$ cat config.mk
export PLATFORM = sky130hd
export DESIGN_NAME = spi_acq_slave
export DESIGN_NICKNAME = d
export VERILOG_FILES = /design/src/rtl/spi_acq_pkg.sv /design/src/rtl/spi_acq_sync.sv /design/src/rtl/spi_acq_hold.sv /design/src/rtl/spi_acq_delay.sv /design/src/rtl/spi_acq_slave.sv
export SDC_FILE = /design/constraint.sdc
export NUM_CORES = 1
export LEC_CHECK = 0
export ABC_AREA = 1
export BUFFER_PORTS_ARGS = -buffer_cell sky130_fd_sc_hd__buf_2
export CORE_ASPECT_RATIO = 1.4
export CORE_MARGIN = 2
export CORE_UTILIZATION = 50
export DETAILED_ROUTE_END_ITERATION = 10
export PLACE_DENSITY = 0.68
export SYNTH_ARGS = -nofsm -noshare
export SYNTH_HDL_FRONTEND = slang
export SYNTH_HIERARCHICAL = 1
export SYNTH_SLANG_ARGS = --single-unit
$ cat constraint.sdc
create_clock -name clk -period 7.87 [get_ports clk]
set_input_delay 1.574 -clock clk [delete_from_list [all_inputs] [get_ports clk]]
set_output_delay 1.574 -clock clk [all_outputs]
set_load 0.1 [all_outputs]
$ cat src/rtl/spi_acq_pkg.sv
package spi_acq_pkg;

    typedef enum logic [2:0] {
        ST_IDLE,
        ST_CMD,
        ST_NOP,
        ST_WRITE,
        ST_WR_FULL,
        ST_RD_ADC,
        ST_RD_CFG
    } acq_state_t;

    localparam logic [1:0] CMD_NOP    = 2'b00;
    localparam logic [1:0] CMD_WR     = 2'b01;
    localparam logic [1:0] CMD_RD_ADC = 2'b10;
    localparam logic [1:0] CMD_RD_CFG = 2'b11;

    localparam int CFG_ECC_BIT = 19;
    localparam int CFG_MUX_BIT = 18;
    localparam int CFG_GAIN_HI = 17;
    localparam int CFG_GAIN_LO = 14;

endpackage

$ cat src/rtl/spi_acq_sync.sv
module spi_acq_sync #(
    parameter int W = 3,
    parameter int STAGES = 2,
    parameter logic [W-1:0] RST_VAL = '0
) (
    input  logic         clk,
    input  logic         rst,
    input  logic [W-1:0] d,
    output logic [W-1:0] q
);
    logic [W-1:0] stg [STAGES];

    generate
        for (genvar s = 0; s < STAGES; s++) begin : g_stage
            if (s == 0) begin : g_first
                always_ff @(posedge clk or posedge rst) begin
                    if (rst) stg[s] <= RST_VAL;
                    else     stg[s] <= d;
                end
            end else begin : g_next
                always_ff @(posedge clk or posedge rst) begin
                    if (rst) stg[s] <= RST_VAL;
                    else     stg[s] <= stg[s-1];
                end
            end
        end
    endgenerate

    assign q = stg[STAGES-1];
endmodule

$ cat src/rtl/spi_acq_hold.sv
module spi_acq_hold #(
    parameter int DATA_W = 20,
    parameter int PAR_W  = 16
) (
    input  logic              clk,
    input  logic              rst,
    input  logic              eoc,
    input  logic [DATA_W-1:0] data_in,
    input  logic              ch1_in,
    input  logic [PAR_W-1:0]  par_in,
    output logic [DATA_W-1:0] data_q,
    output logic              ch1_q,
    output logic [PAR_W-1:0]  par_q,
    output logic              irq_q
);
    always_ff @(posedge clk or posedge rst) begin
        if (rst) begin
            data_q <= '0;
            ch1_q  <= 1'b0;
            par_q  <= '0;
            irq_q  <= 1'b0;
        end else begin
            irq_q <= eoc;
            if (eoc) begin
                data_q <= data_in;
                ch1_q  <= ch1_in;
                par_q  <= par_in;
            end
        end
    end

    assert_irq_follows_R10: assert property (@(posedge clk) disable iff (rst)
        eoc |=> irq_q);

    assert_hold_stable_R9: assert property (@(posedge clk) disable iff (rst)
        !eoc |=> $stable(data_q) && $stable(par_q) && $stable(ch1_q));
endmodule

$ cat src/rtl/spi_acq_delay.sv
module spi_acq_delay #(
    parameter int DEPTH = 22
) (
    input  logic clk,
    input  logic rst,
    input  logic clr,
    input  logic en,
    input  logic din,
    output logic dout
);
    logic [DEPTH-1:0] line_q;

    always_ff @(posedge clk or posedge rst) begin
        if (rst)      line_q <= '0;
        else if (clr) line_q <= '0;
        else if (en)  line_q <= {line_q[DEPTH-2:0], din};
    end

    assign dout = line_q[DEPTH-1];
endmodule

$ cat src/rtl/spi_acq_slave.sv
module spi_acq_slave
    import spi_acq_pkg::*;
#(
    parameter int SAMPLE_W    = 10,
    parameter int N_ADC       = 2,
    parameter int PAR_W       = 16,
    parameter int CFG_W       = 20,
    parameter int SYNC_STAGES = 2
) (
    input  logic                        clk,
    input  logic                        glob_rst,
    input  logic                        sclk,
    input  logic                        cs_n,
    input  logic                        mosi,
    output logic                        miso,
    output logic                        chain_mosi_out,
    input  logic                        chain_miso_in,
    input  logic                        eoc,
    input  logic [SAMPLE_W*N_ADC-1:0]   adc_data,
    input  logic                        ch1_flag,
    input  logic [PAR_W-1:0]            ecc_parity,
    output logic                        irq,
    output logic                        cfg_ecc_en,
    output logic                        cfg_mux_en,
    output logic [3:0]                  cfg_gain
);
    localparam int CMD_W     = 2;
    localparam int DATA_W    = SAMPLE_W * N_ADC;
    localparam int FRAME_LEN = CMD_W + CFG_W;
    localparam int PKT_BASE  = 2 + DATA_W;
    localparam int PKT_MAX   = PKT_BASE + PAR_W;
    localparam int CNT_W     = $clog2(PKT_MAX + CMD_W + 1) + 1;
    localparam int LEFT_W    = $clog2(PKT_MAX + 1);

    logic sclk_s, cs_s, mosi_s;
    logic sclk_d, cs_d;
    logic sclk_rise, sclk_fall, cs_end;

    acq_state_t st_q, st_nx;

    logic [CNT_W-1:0]  bit_cnt;
    logic [CMD_W-2:0]  cmd_sh;
    logic [CMD_W-1:0]  cmd_nx;
    logic [CFG_W-1:0]  wr_sh;
    logic [CFG_W-1:0]  cfg_q;
    logic [PKT_MAX-1:0] pkt_sh;
    logic [PKT_MAX-1:0] adc_pkt;
    logic [LEFT_W-1:0] left_q;
    logic              tx_bit, pass_q;
    logic              cmd_done, load_adc, load_cfg, commit, rd_state;

    logic [DATA_W-1:0] hold_data;
    logic              hold_ch1;
    logic [PAR_W-1:0]  hold_par;

    spi_acq_sync #(.W(3), .STAGES(SYNC_STAGES), .RST_VAL(3'b010)) u_sync (
        .clk (clk),
        .rst (glob_rst),
        .d   ({sclk, cs_n, mosi}),
        .q   ({sclk_s, cs_s, mosi_s})
    );

    spi_acq_hold #(.DATA_W(DATA_W), .PAR_W(PAR_W)) u_hold (
        .clk     (clk),
        .rst     (glob_rst),
        .eoc     (eoc),
        .data_in (adc_data),
        .ch1_in  (ch1_flag),
        .par_in  (ecc_parity),
        .data_q  (hold_data),
        .ch1_q   (hold_ch1),
        .par_q   (hold_par),
        .irq_q   (irq)
    );

    spi_acq_delay #(.DEPTH(FRAME_LEN)) u_chain (
        .clk  (clk),
        .rst  (glob_rst),
        .clr  (cs_s),
        .en   (sclk_rise),
        .din  (mosi_s),
        .dout (chain_mosi_out)
    );

    always_ff @(posedge clk or posedge glob_rst) begin
        if (glob_rst) begin
            sclk_d <= 1'b0;
            cs_d   <= 1'b1;
        end else begin
            sclk_d <= sclk_s;
            cs_d   <= cs_s;
        end
    end

    assign sclk_rise = sclk_s & ~sclk_d;
    assign sclk_fall = ~sclk_s & sclk_d;
    assign cs_end    = cs_s & ~cs_d;

    assign cmd_nx   = {cmd_sh, mosi_s};
    assign cmd_done = (st_q == ST_CMD) && sclk_rise && (bit_cnt == CNT_W'(CMD_W - 1));
    assign load_adc = cmd_done && (cmd_nx == CMD_RD_ADC);
    assign load_cfg = cmd_done && (cmd_nx == CMD_RD_CFG);
    assign commit   = cs_end && (st_q == ST_WR_FULL);
    assign rd_state = (st_q == ST_RD_ADC) || (st_q == ST_RD_CFG);

    assign adc_pkt = {hold_ch1, cfg_q[CFG_ECC_BIT], hold_data,
                      cfg_q[CFG_ECC_BIT] ? hold_par : {PAR_W{1'b0}}};

    // State register
    always_ff @(posedge clk or posedge glob_rst) begin
        if (glob_rst) st_q <= ST_IDLE;
        else          st_q <= st_nx;
    end

    // Next-state logic
    always_comb begin
        st_nx = st_q;
        if (cs_s) begin
            st_nx = ST_IDLE;
        end else begin
            unique case (st_q)
                ST_IDLE:    st_nx = ST_CMD;
                ST_CMD: begin
                    if (cmd_done) begin
                        unique case (cmd_nx)
                            CMD_NOP:    st_nx = ST_NOP;
                            CMD_WR:     st_nx = ST_WRITE;
                            CMD_RD_ADC: st_nx = ST_RD_ADC;
                            CMD_RD_CFG: st_nx = ST_RD_CFG;
                        endcase
                    end
                end
                ST_WRITE: begin
                    if (sclk_rise && bit_cnt == CNT_W'(FRAME_LEN - 1))
                        st_nx = ST_WR_FULL;
                end
                ST_NOP:     st_nx = ST_NOP;
                ST_WR_FULL: st_nx = ST_WR_FULL;
                ST_RD_ADC:  st_nx = ST_RD_ADC;
                ST_RD_CFG:  st_nx = ST_RD_CFG;
            endcase
        end
    end

    // Frame datapath
    always_ff @(posedge clk or posedge glob_rst) begin
        if (glob_rst) begin
            bit_cnt <= '0;
            cmd_sh  <= '0;
            wr_sh   <= '0;
            cfg_q   <= '0;
            pkt_sh  <= '0;
            left_q  <= '0;
            tx_bit  <= 1'b0;
            pass_q  <= 1'b0;
        end else begin
            if (cs_s)
                bit_cnt <= '0;
            else if (sclk_rise && bit_cnt != {CNT_W{1'b1}})
                bit_cnt <= bit_cnt + 1'b1;

            if (sclk_rise && st_q == ST_CMD)
                cmd_sh <= cmd_nx[CMD_W-2:0];
            if (sclk_rise && st_q == ST_WRITE)
                wr_sh <= {wr_sh[CFG_W-2:0], mosi_s};
            if (commit)
                cfg_q <= wr_sh;

            if (cs_s) begin
                tx_bit <= 1'b0;
                pass_q <= 1'b0;
                left_q <= '0;
            end else if (load_adc) begin
                pkt_sh <= adc_pkt;
                left_q <= cfg_q[CFG_ECC_BIT] ? LEFT_W'(PKT_MAX) : LEFT_W'(PKT_BASE);
            end else if (load_cfg) begin
                pkt_sh <= {cfg_q, {(PKT_MAX-CFG_W){1'b0}}};
                left_q <= LEFT_W'(CFG_W);
            end else if (sclk_fall && rd_state) begin
                if (left_q != '0) begin
                    tx_bit <= pkt_sh[PKT_MAX-1];
                    pkt_sh <= pkt_sh << 1;
                    left_q <= left_q - 1'b1;
                end else begin
                    pass_q <= 1'b1;
                end
            end
        end
    end

    // Outputs
    always_comb begin
        miso = 1'b0;
        if (rd_state)
            miso = pass_q ? chain_miso_in : tx_bit;
        cfg_ecc_en = cfg_q[CFG_ECC_BIT];
        cfg_mux_en = cfg_q[CFG_MUX_BIT];
        cfg_gain   = cfg_q[CFG_GAIN_HI:CFG_GAIN_LO];
    end

    assert_short_write_kept_R5: assert property (@(posedge clk) disable iff (glob_rst)
        (cs_end && st_q != ST_WR_FULL) |=> $stable(cfg_q));

    assert_commit_full_frame_R3: assert property (@(posedge clk) disable iff (glob_rst)
        commit |-> bit_cnt >= CNT_W'(FRAME_LEN));

    assert_nop_quiet_R13: assert property (@(posedge clk) disable iff (glob_rst)
        (st_q == ST_NOP || st_q == ST_IDLE) |-> !miso);

    assert_chain_quiet_R11: assert property (@(posedge clk) disable iff (glob_rst)
        (bit_cnt < CNT_W'(FRAME_LEN)) |-> !chain_mosi_out);

    assert_miso_edge_R2: assert property (@(posedge clk) disable iff (glob_rst)
        (!cs_s && !sclk_fall && !pass_q) |=> $stable(tx_bit));
endmodule

Yosys cells after proc, flatten, opt, wreduce, memory -nomap -nowiden --
Cells that the tools add are included.
Word-level totals: register bits after elaboration 165, bits of input ports 44, output and inout port bits 9, logic and storage cells 102
Cells by class: muxes and demuxes 32, bitwise gates (word level) 7, eq/ne operators 17, add/subtract/negate cells 2, reductions and logical operators 26
Operators with widths (count):
- 38-bit 2-to-1 mux | 4
- 22-bit 2-to-1 mux | 2
- 6-bit 2-to-1 mux | 6
- 3-bit case mux with 7 select lines | 1
- 16-bit 2-to-1 mux | 1
- 7-bit 2-to-1 mux | 2
- 1-bit 2-to-1 mux | 12
- 3-bit case mux with 4 select lines | 1
- 3-bit equality test, second input constant | 3
- 1-bit logical AND | 9
- 3-bit 2-to-1 mux | 3
- 4-bit AND reduction | 2
- 2-bit nonzero test | 4
- 4-bit nonzero test | 2
- 7-bit by 1-bit adder with 7-bit output, second input constant | 1
- 7-bit by 1-bit equality test with 1-bit output, second input constant | 1
- 7-bit by 5-bit equality test with 1-bit output, second input constant | 1
- 7-bit inequality test, second input constant | 1
- 3-bit by 2-bit equality test with 1-bit output, second input constant | 2
- 2-bit by 1-bit inequality test with 1-bit output, second input constant | 3
- 3-bit by 2-bit inequality test with 1-bit output, second input constant | 2
- 3-bit nonzero test | 2
- 6-bit nonzero test | 1
- 6-bit by 1-bit subtractor with 6-bit output, second input constant | 1
- 10 further kinds | 17

Depth between registers and ports, before layout --
Gate-level depths: netlist of the first run.
depth after elaboration 8, gate-level depth with buffers 11, depth with buffers taken out 10

Modules after synthesis --
The synthesis of the first run kept the hierarchy.
By module, submodules not included:
- spi_acq_slave | sequential area each 2478.6 um^2, times used 1, area an instance 4937.2 um^2, cells each 648
- spi_acq_hold | sequential area each 950.9 um^2, times used 1, area an instance 1442.6 um^2, cells each 158
- spi_acq_delay | sequential area each 550.5 um^2, times used 1, area an instance 912.1 um^2, cells each 97
- spi_acq_sync | sequential area each 152.6 um^2, times used 1, area an instance 178.9 um^2, cells each 10

Worst setup path after synthesis of the first run --
OpenSTA, ideal clock, no wires.
kind input port to output port, start point in chain_miso_in, end point out miso, arrival 3.091 ns, data required time 6.296 ns, stages on the path 2, slack 3.205 ns, buffers on the path 0, cells stage by stage a21oi_1 -> a21oi_1
On the way: word-level cells in the longest chain between the ends 2
Ends and longest elaborated chain:
- start: declaration | RTL line spi_acq_slave.sv:17 | input logic chain_miso_in,
- 1-bit 2-to-1 mux | RTL line spi_acq_slave.sv:195 | miso = pass_q ? chain_miso_in : tx_bit;
- 1-bit 2-to-1 mux | RTL line spi_acq_slave.sv:194 | if (rd_state)
- end: declaration | RTL line spi_acq_slave.sv:15 | output logic miso,
Every way passes these cells.

Final worst setup path of the first run --
Same ends and word-level chain as after synthesis.

==> summary.txt, run 1 <==
CTS clk-pin slew, worst paths - 60 ps
Register area share after synthesis - 0.553
Syn avg cell area - 8.18 um2
XOR/XNOR share of the synthesized area - 0.00469
Initial Util - 0.515
Status - finished, final reports clean
Post-CTS Setup Inserts - 0
Syn nets - 963
Post-route ant nets - 0
Count of buffers from port buffering - 52
# IOs - 53
Max cap viols - 0
Width of the die - 107 um
Sink Count - 165
Worst Setup Start Kind - input pin
Slowest stage delay, CP - 430 ps
Slew Viols, Final - 0
Adder-cell area share of the yosys netlist - 0.0100
First-pass GRT wire length - 24900 um
Nets - 988
Area delta synth->final - 10.2%
Clk_skew - 7.83 ps
Mapped Cells - 913
Hold_buf cts - 0
Vias per cell - 4.85
Number of buffers created by CTS - 17
Num rows - 52
Crit path buf inv count - 2
Compound-gate portion of the synthesized area - 0.0435
# setup viols final - 0
Via count - 5527
Post-DP HPWL - 9260 um
CP max FO - 1
CTS max path bufs - 2
Slew margin rel. - 0.244
DR DRC count - 0
Clk network pwr share - 0.413
H-tree levels - 4
Combinational family with the most area after synthesis - simple AND/OR/NAND/NOR gates
Most frequent cells in the layout - 431 x nand2_1, 162 x dfrtp_1, 57 x nor2_1
Vias in the first global route - 5310
PwrDens - 236 nW/um2
Crit path cell chain - buf_2, a21oi_1, a21oi_1, buf_2
Finished Layout Cells - 1140
Final Cycle Share - 0.484
CTS tree - done
Die Ht - 149 um
Min Tclk post-route - 3810 ps
RSZ-0062 raised after global routing - false
Placed insts - 1108
Combinational Power Share - 0.108
Simple-gate share of the synthesized area - 0.316
VDD IR max - 0.129 mV
Clock latency at the later pin of the worst-skew pair - 420 ps
Initial antenna violation count - 0
Worst min path class - reg -> reg
Required time worst endpoint - 6300 ps
1st-pass router iterations - 4
FMAX - 263 MHz
Psw - 506 uW
Worst slew pin tran - 1130 ps
Yosys cell types - 34
Post-CTS Resized - 0
Slowest cell on the critical path - buf_2
Largest net degree at the start of global routing - 66
CP top delay family - buffers and inverters
Arrival time at the worst endpoint - 2230 ps
Setup TNS - 0 ps
Filler instances - 1323
GR Util All Layers - 0.196
Iter 0 DRT Violations - 282
Share of cells above drive strength 1 - 0.116
Routability cong. - 0.766
Mux contribution to synthesized area - 0
Post-Syn Area - 7470 um2
Leakage - 4.49 nW
Seq cells post-synth - 165
Crit. End Element - output pin
Final WL - 14300 um
Switching share of power - 0.261
Hold Fails Final Rpt - 0
Part of the power in registers - 0.479
Total Die Area - 15900 um2
Internal power - 1.43 mW
Crit path kind - in -> out
Yosys Warn Count - 6
Total congestion overflow - 0
Commonest non-fill, non-tap cell in the layout - nand2_1
Routed wire length per instance - 12.6 um
ANT cells - 0
Core area - 14500 um2
CTS Root Buffer Type - clkbuf_16
-- final cells by class --
| type | instances | area [um2] | share of cell area |
|---|---|---|---|
| timing repair buffer | 55 | 283 | 0.0344 |
| multi-input combinational | 644 | 2790 | 0.339 |
| sequential | 165 | 4130 | 0.502 |
| clock buffer | 26 | 509 | 0.0619 |
| tap | 189 | 236 | 0.0287 |
| inverter | 55 | 209 | 0.0254 |
| clock inverter | 6 | 67.6 | 0.00821 |
-- worst register-to-register path, cell delays in order, from the launching register on --
cell and delay [ps]:
dfrtp_1 420, inv_1 70, ha_1 130, nand3_1 140, nor2_4 200, nand3_2 430
nand2_2 270, nand2_4 360, inv_2 470, nand2_1 120, nand2_1 80
-- registers in the layout (all words and copies together) (netlist names) --
register and flops:
u_chain/line_q 22, sclk_d 1, pass_q 1, u_hold/par_q 16, bit_cnt 7, cs_d 1, left_q 6, u_sync/q 3
u_hold/data_q 20, wr_sh 20, u_hold/ch1_q 1, tx_bit 1, st_q 3, u_sync/stg 3, cfg_q 20, cmd_sh 1
pkt_sh 38, u_hold/irq_q 1
-- cell usage after synthesis --
cell	count	share of area
buf_6	14	0.021
xnor2_1	1	0.0012
nand2_4	1	0.0015
nand3_4	2	0.0047
dfrtp_1	162	0.54
nor2_2	1	0.00084
clkbuf_1	13	0.0065
or3_1	1	0.00084
ha_1	6	0.010
buf_1	3	0.0015
inv_2	8	0.0040
nor3_1	2	0.0013
o31ai_1	1	0.0010
nand2_1	431	0.22
xor2_1	3	0.0035
buf_2	9	0.0060
o21ai_0	42	0.028
nand2_2	1	0.00084
inv_1	47	0.024
nor2_1	57	0.029
nand3_2	3	0.0040
o21a_1	1	0.0010
a31oi_1	1	0.00084
or2_2	3	0.0025
nand4_1	6	0.0050
nand3_1	56	0.038
buf_4	10	0.010
dfstp_2	3	0.011
o21ai_1	7	0.0047
nand3b_1	3	0.0030
a21oi_1	10	0.0067
a41oi_1	1	0.0012
nor2_4	2	0.0030
nor2_8	2	0.0054
-- power by group through the flow --
stage	Sequential [mW]	Combinational (mW)	Clock [mW]
3_5_place_dp	0.943	0.212	0
2_1_floorplan	0.954	0.155	0
3_3_place_gp	0.942	0.210	0
5_1_grt	0.934	0.241	0.854
4_1_cts	0.929	0.212	0.823
6_report	0.929	0.209	0.802
-- per-stage QoR --
step / hold WS [ps] / total power [mW] / worst slack, ps / instance area [um2] / utilization
6_report: 348 / 1.94 / 4060 / 8230 / 0.567
5_1_grt: 355 / 2.03 / 4020 / 8230 / 0.567
4_1_cts: 350 / 1.96 / 4050 / 8230 / 0.567
3_5_place_dp: 336 / 1.15 / 4060 / 7650 / 0.528
3_3_place_gp: 333 / 1.15 / 4050 / 7650 / 0.528
2_1_floorplan: 331 / 1.11 / 3210 / 7470 / -
-- path summary, 6_finish.rpt --
path | start | to | slack (ps) | cells after the start
worst max-delay path | chain_miso_in | miso | 4060 | 4
worst min-delay path | u_sync/stg[5] | u_sync/q[2] | 350 | 0
worst max register to register | bit_cnt[1] | pkt_sh[8] | 5120 | 10
worst min register to register | u_sync/stg[5] | u_sync/q[2] | 350 | 0
max in group asynchronous | glob_rst | cfg_q[12] | 5480 | 3
min in group asynchronous | glob_rst | u_sync/q[2] | 1120 | 2
-- kinds of logic (layout without fill, tap and decap cells) --
| family | count (synthesis) | count (layout) |
|---|---|---|
| flops | 165 | 165 |
| compound gates | 63 | 63 |
| buf+inv | 104 | 142 |
| fa+ha+maj | 6 | 6 |
| xor+xnor | 4 | 4 |
| simple gates | 571 | 571 |
-- layer usage --
| layer | wire [um] | vias to the layer above | GRT usage |
|---|---|---|---|
| met1 | 6670 | 2570 | 0.256 |
| li1 | - | 2872 | - |
| met4 | 238 | 0 | 0.0779 |
| met2 | 7000 | 65 | 0.319 |
| met5 | 0 | - | 0 |
| met3 | 435 | 20 | 0.0399 |
(Power assumes the default switching activity.)
==> inputs of run 2 (changes only) <==
--- a/config.mk
+++ b/config.mk
@@ -5,7 +5,7 @@
 export SDC_FILE = /design/constraint.sdc
 export NUM_CORES = 1
 export LEC_CHECK = 0
-export ABC_AREA = 1
+export ABC_AREA = 0
 export BUFFER_PORTS_ARGS = -buffer_cell sky130_fd_sc_hd__buf_2
 export CORE_ASPECT_RATIO = 1.4
 export CORE_MARGIN = 2
==> constraint.sdc (replaced) <==
create_clock -name clk -period 3.85 [get_ports clk]
set_input_delay 0.77 -clock clk [delete_from_list [all_inputs] [get_ports clk]]
set_output_delay 0.77 -clock clk [all_outputs]
set_load 0.1 [all_outputs]
==> summary.txt, run 2 <==
Post-DP HPWL - 8790 um
Routability cong. - 0.788
Largest regs - pkt_sh x38, u_chain/line_q x22
CTS clk-pin slew, worst paths - 60 ps
Area delta synth->final - 12.1%
Syn avg cell area - 13.8 um2
Post-synth top area share - 0.540
Asr flop ratio synth - 1.00
ANT cells - 0
Total Die Area - 16000 um2
Post-synth top cells - 162 x dfrtp_1, 55 x mux2_4, 49 x mux2_2, 39 x nor2_1, 25 x mux2i_1
Yosys cell types - 53
Die Ht - 149 um
GR Util All Layers - 0.184
Crit path buf inv count - 3
Worst Hold Margin - 310 ps
Core area - 14900 um2
Count leader, synth - dfrtp_1
Count of buffers from port buffering - 52
Routed wire length per instance - 17.4 um
Area of placed instances - 7760 um2
RSZ-0062 raised after global routing - false
Nets - 629
Final WL - 13700 um
Setup TNS - 0 ps
Slew margin rel. - 0.149
Biggest register - pkt_sh
Initial antenna violation count - 0
Seq cells post-synth - 165
CTS Root Buffer Type - clkbuf_16
Commonest non-fill, non-tap cell in the layout - dfrtp_1
Number of buffers created by CTS - 17
Area contributors post-synth - dfrtp_1 54%, mux2_4 11%, mux2_2 7.3%
Post-Syn Area - 7510 um2
Worst Setup Start Kind - flip-flop
Width of the die - 108 um
Max cap viols - 0
Post-CTS Setup Inserts - 0
Worst slew pin tran - 1270 ps
VDD IR max - 0.284 mV
Hold Fails Final Rpt - 0
CTS max path bufs - 2
Mapped Cells - 543
Worst min path class - in -> async
Leakage - 4.18 nW
Filler instances - 1203
Iter 0 DRT Violations - 284
Syn nets - 593
Slowest cell on the critical path - or4b_4
Initial Util - 0.506
Crit. End Element - flip-flop
Post-CTS Resized - 0
Fin util - 0.567
PwrDens - 473 nW/um2
Hold_buf cts - 0
Vias per cell - 5.56
1st-pass router iterations - 4
Sink Count - 165
Slew Viols, Final - 0
Clk_skew - 8.40 ps
Crit path kind - reg -> reg
First-pass GRT wire length - 23200 um
Final Cycle Share - 0.762
# setup viols final - 0
# IOs - 53
Clock latency at the later pin of the worst-skew pair - 420 ps
CTS tree - done
Yosys Warn Count - 6
Design area - 8420 um2
Register area share after synthesis - 0.550
Num rows - 53
Post-route ant nets - 0
Largest net degree at the start of global routing - 52
Arrival time at the worst endpoint - 3240 ps
CP max FO - 28
Status - finished, final reports clean
FMAX - 341 MHz
Synth Flop Type - dfrtp_1
Total congestion overflow - 0
Required time worst endpoint - 4160 ps
Largest register FFs - 38
CP top delay family - simple AND/OR/NAND/NOR gates
Yosys top cell by area - dfrtp_1
Most frequent cells in the layout - 162 x dfrtp_1, 55 x mux2_4, 52 x buf_2
Min Tclk post-route - 2930 ps
Share of cells above drive strength 1 - 0.351
Vias in the first global route - 4682
Crit path cell chain - inv_1, ha_1, or4b_4, nor4_4, buf_4, a21boi_2, nor2_4, buf_12, mux2_2
H-tree levels - 4
Slowest stage delay, CP - 490 ps
Via count - 4360
DR DRC count - 0
Post-synth EDFFs - 0
-- run 2: cell count changes after synthesis, moves of 33 or more --
cell / before / now
nand2_1: 431 / 9
nand3_1: 56 / 2
o21ai_0: 42 / 4
mux2_4: 0 / 55
inv_1: 47 / 14
mux2_2: 0 / 49
-- run 2: cell type report --
class                           count  area, um2  area share
Clock buffer                       18        429      0.0510
Clock inverter                     14        233      0.0276
Inverter                           14       55.1     0.00654
Multi-Input combinational cell    321       3000       0.356
Sequential cell                   165       4130       0.491
Tap cell                          192        240      0.0285
Timing Repair Buffer               60        333      0.0395
-- run 2: power by group --
group | switching [mW] | total, mW | leakage (nW) | internal, mW
logic | 0.142 | 0.260 | 1.67 | 0.118
clock network | 0.672 | 1.89 | 0.320 | 1.21
registers | 0.0484 | 1.84 | 2.19 | 1.79
-- run 2: final timing paths --
| kind | slack, ps | to | from | cells past startpoint |
|---|---|---|---|---|
| max | 920 | pkt_sh[17] | bit_cnt[1] | 9 |
| min | 310 | u_sync/q[2] | glob_rst | 2 |
| max reg2reg | 920 | pkt_sh[17] | bit_cnt[1] | 9 |
| min reg2reg | 350 | u_sync/q[2] | u_sync/stg[5] | 0 |
| max in group asynchronous | 2550 | cs_d | glob_rst | 3 |
| min in group clk | 350 | u_sync/q[2] | u_sync/stg[5] | 0 |
-- run 2: cell families (layout without fill, tap and decap cells) --
group                      after synthesis  count (layout)  synth area share
DFF                                    165             165             0.550
muxes                                  139             139             0.232
and+or+nand+nor                        105             105            0.0750
AOI/OAI and AO/OA                       62              62            0.0696
buffers and inverters                   57             106            0.0528
xor gates and xnor gates                 9               9            0.0105
adders and majority gates                6               6            0.0100
-- run 2: worst reg2reg max path: stages, from the launching register on --
cell and delay (ps):
dfrtp_1 400, inv_1 70, ha_1 160, or4b_4 490, nor4_4 260, buf_4 300, a21boi_2 130, nor2_4 370
buf_12 290, mux2_2 370
-- run 2: stage by stage --
| stage | instances | total power, mW | setup slack, ps |
|---|---|---|---|
| 3_5_place_dp | 752 | 2.13 | 920 |
| 4_1_cts | 784 | 4.03 | 917 |
| 3_3_place_gp | 752 | 2.12 | 1000 |
| 6_report | 784 | 3.98 | 916 |
| 5_1_grt | 784 | 4.13 | 730 |
| 2_1_floorplan | 543 | 2.07 | 491 |
-- run 2: per-layer routing --
layer | wire [um] | part of all wire | GRT usage | vias to the layer above
met5 | 0 | 0 | 0 | -
met4 | 232 | 0.017 | 0.0731 | 0
met3 | 557 | 0.041 | 0.0384 | 19
met2 | 6500 | 0.48 | 0.288 | 89
met1 | 6370 | 0.47 | 0.251 | 2234
li1 | - | - | - | 2018
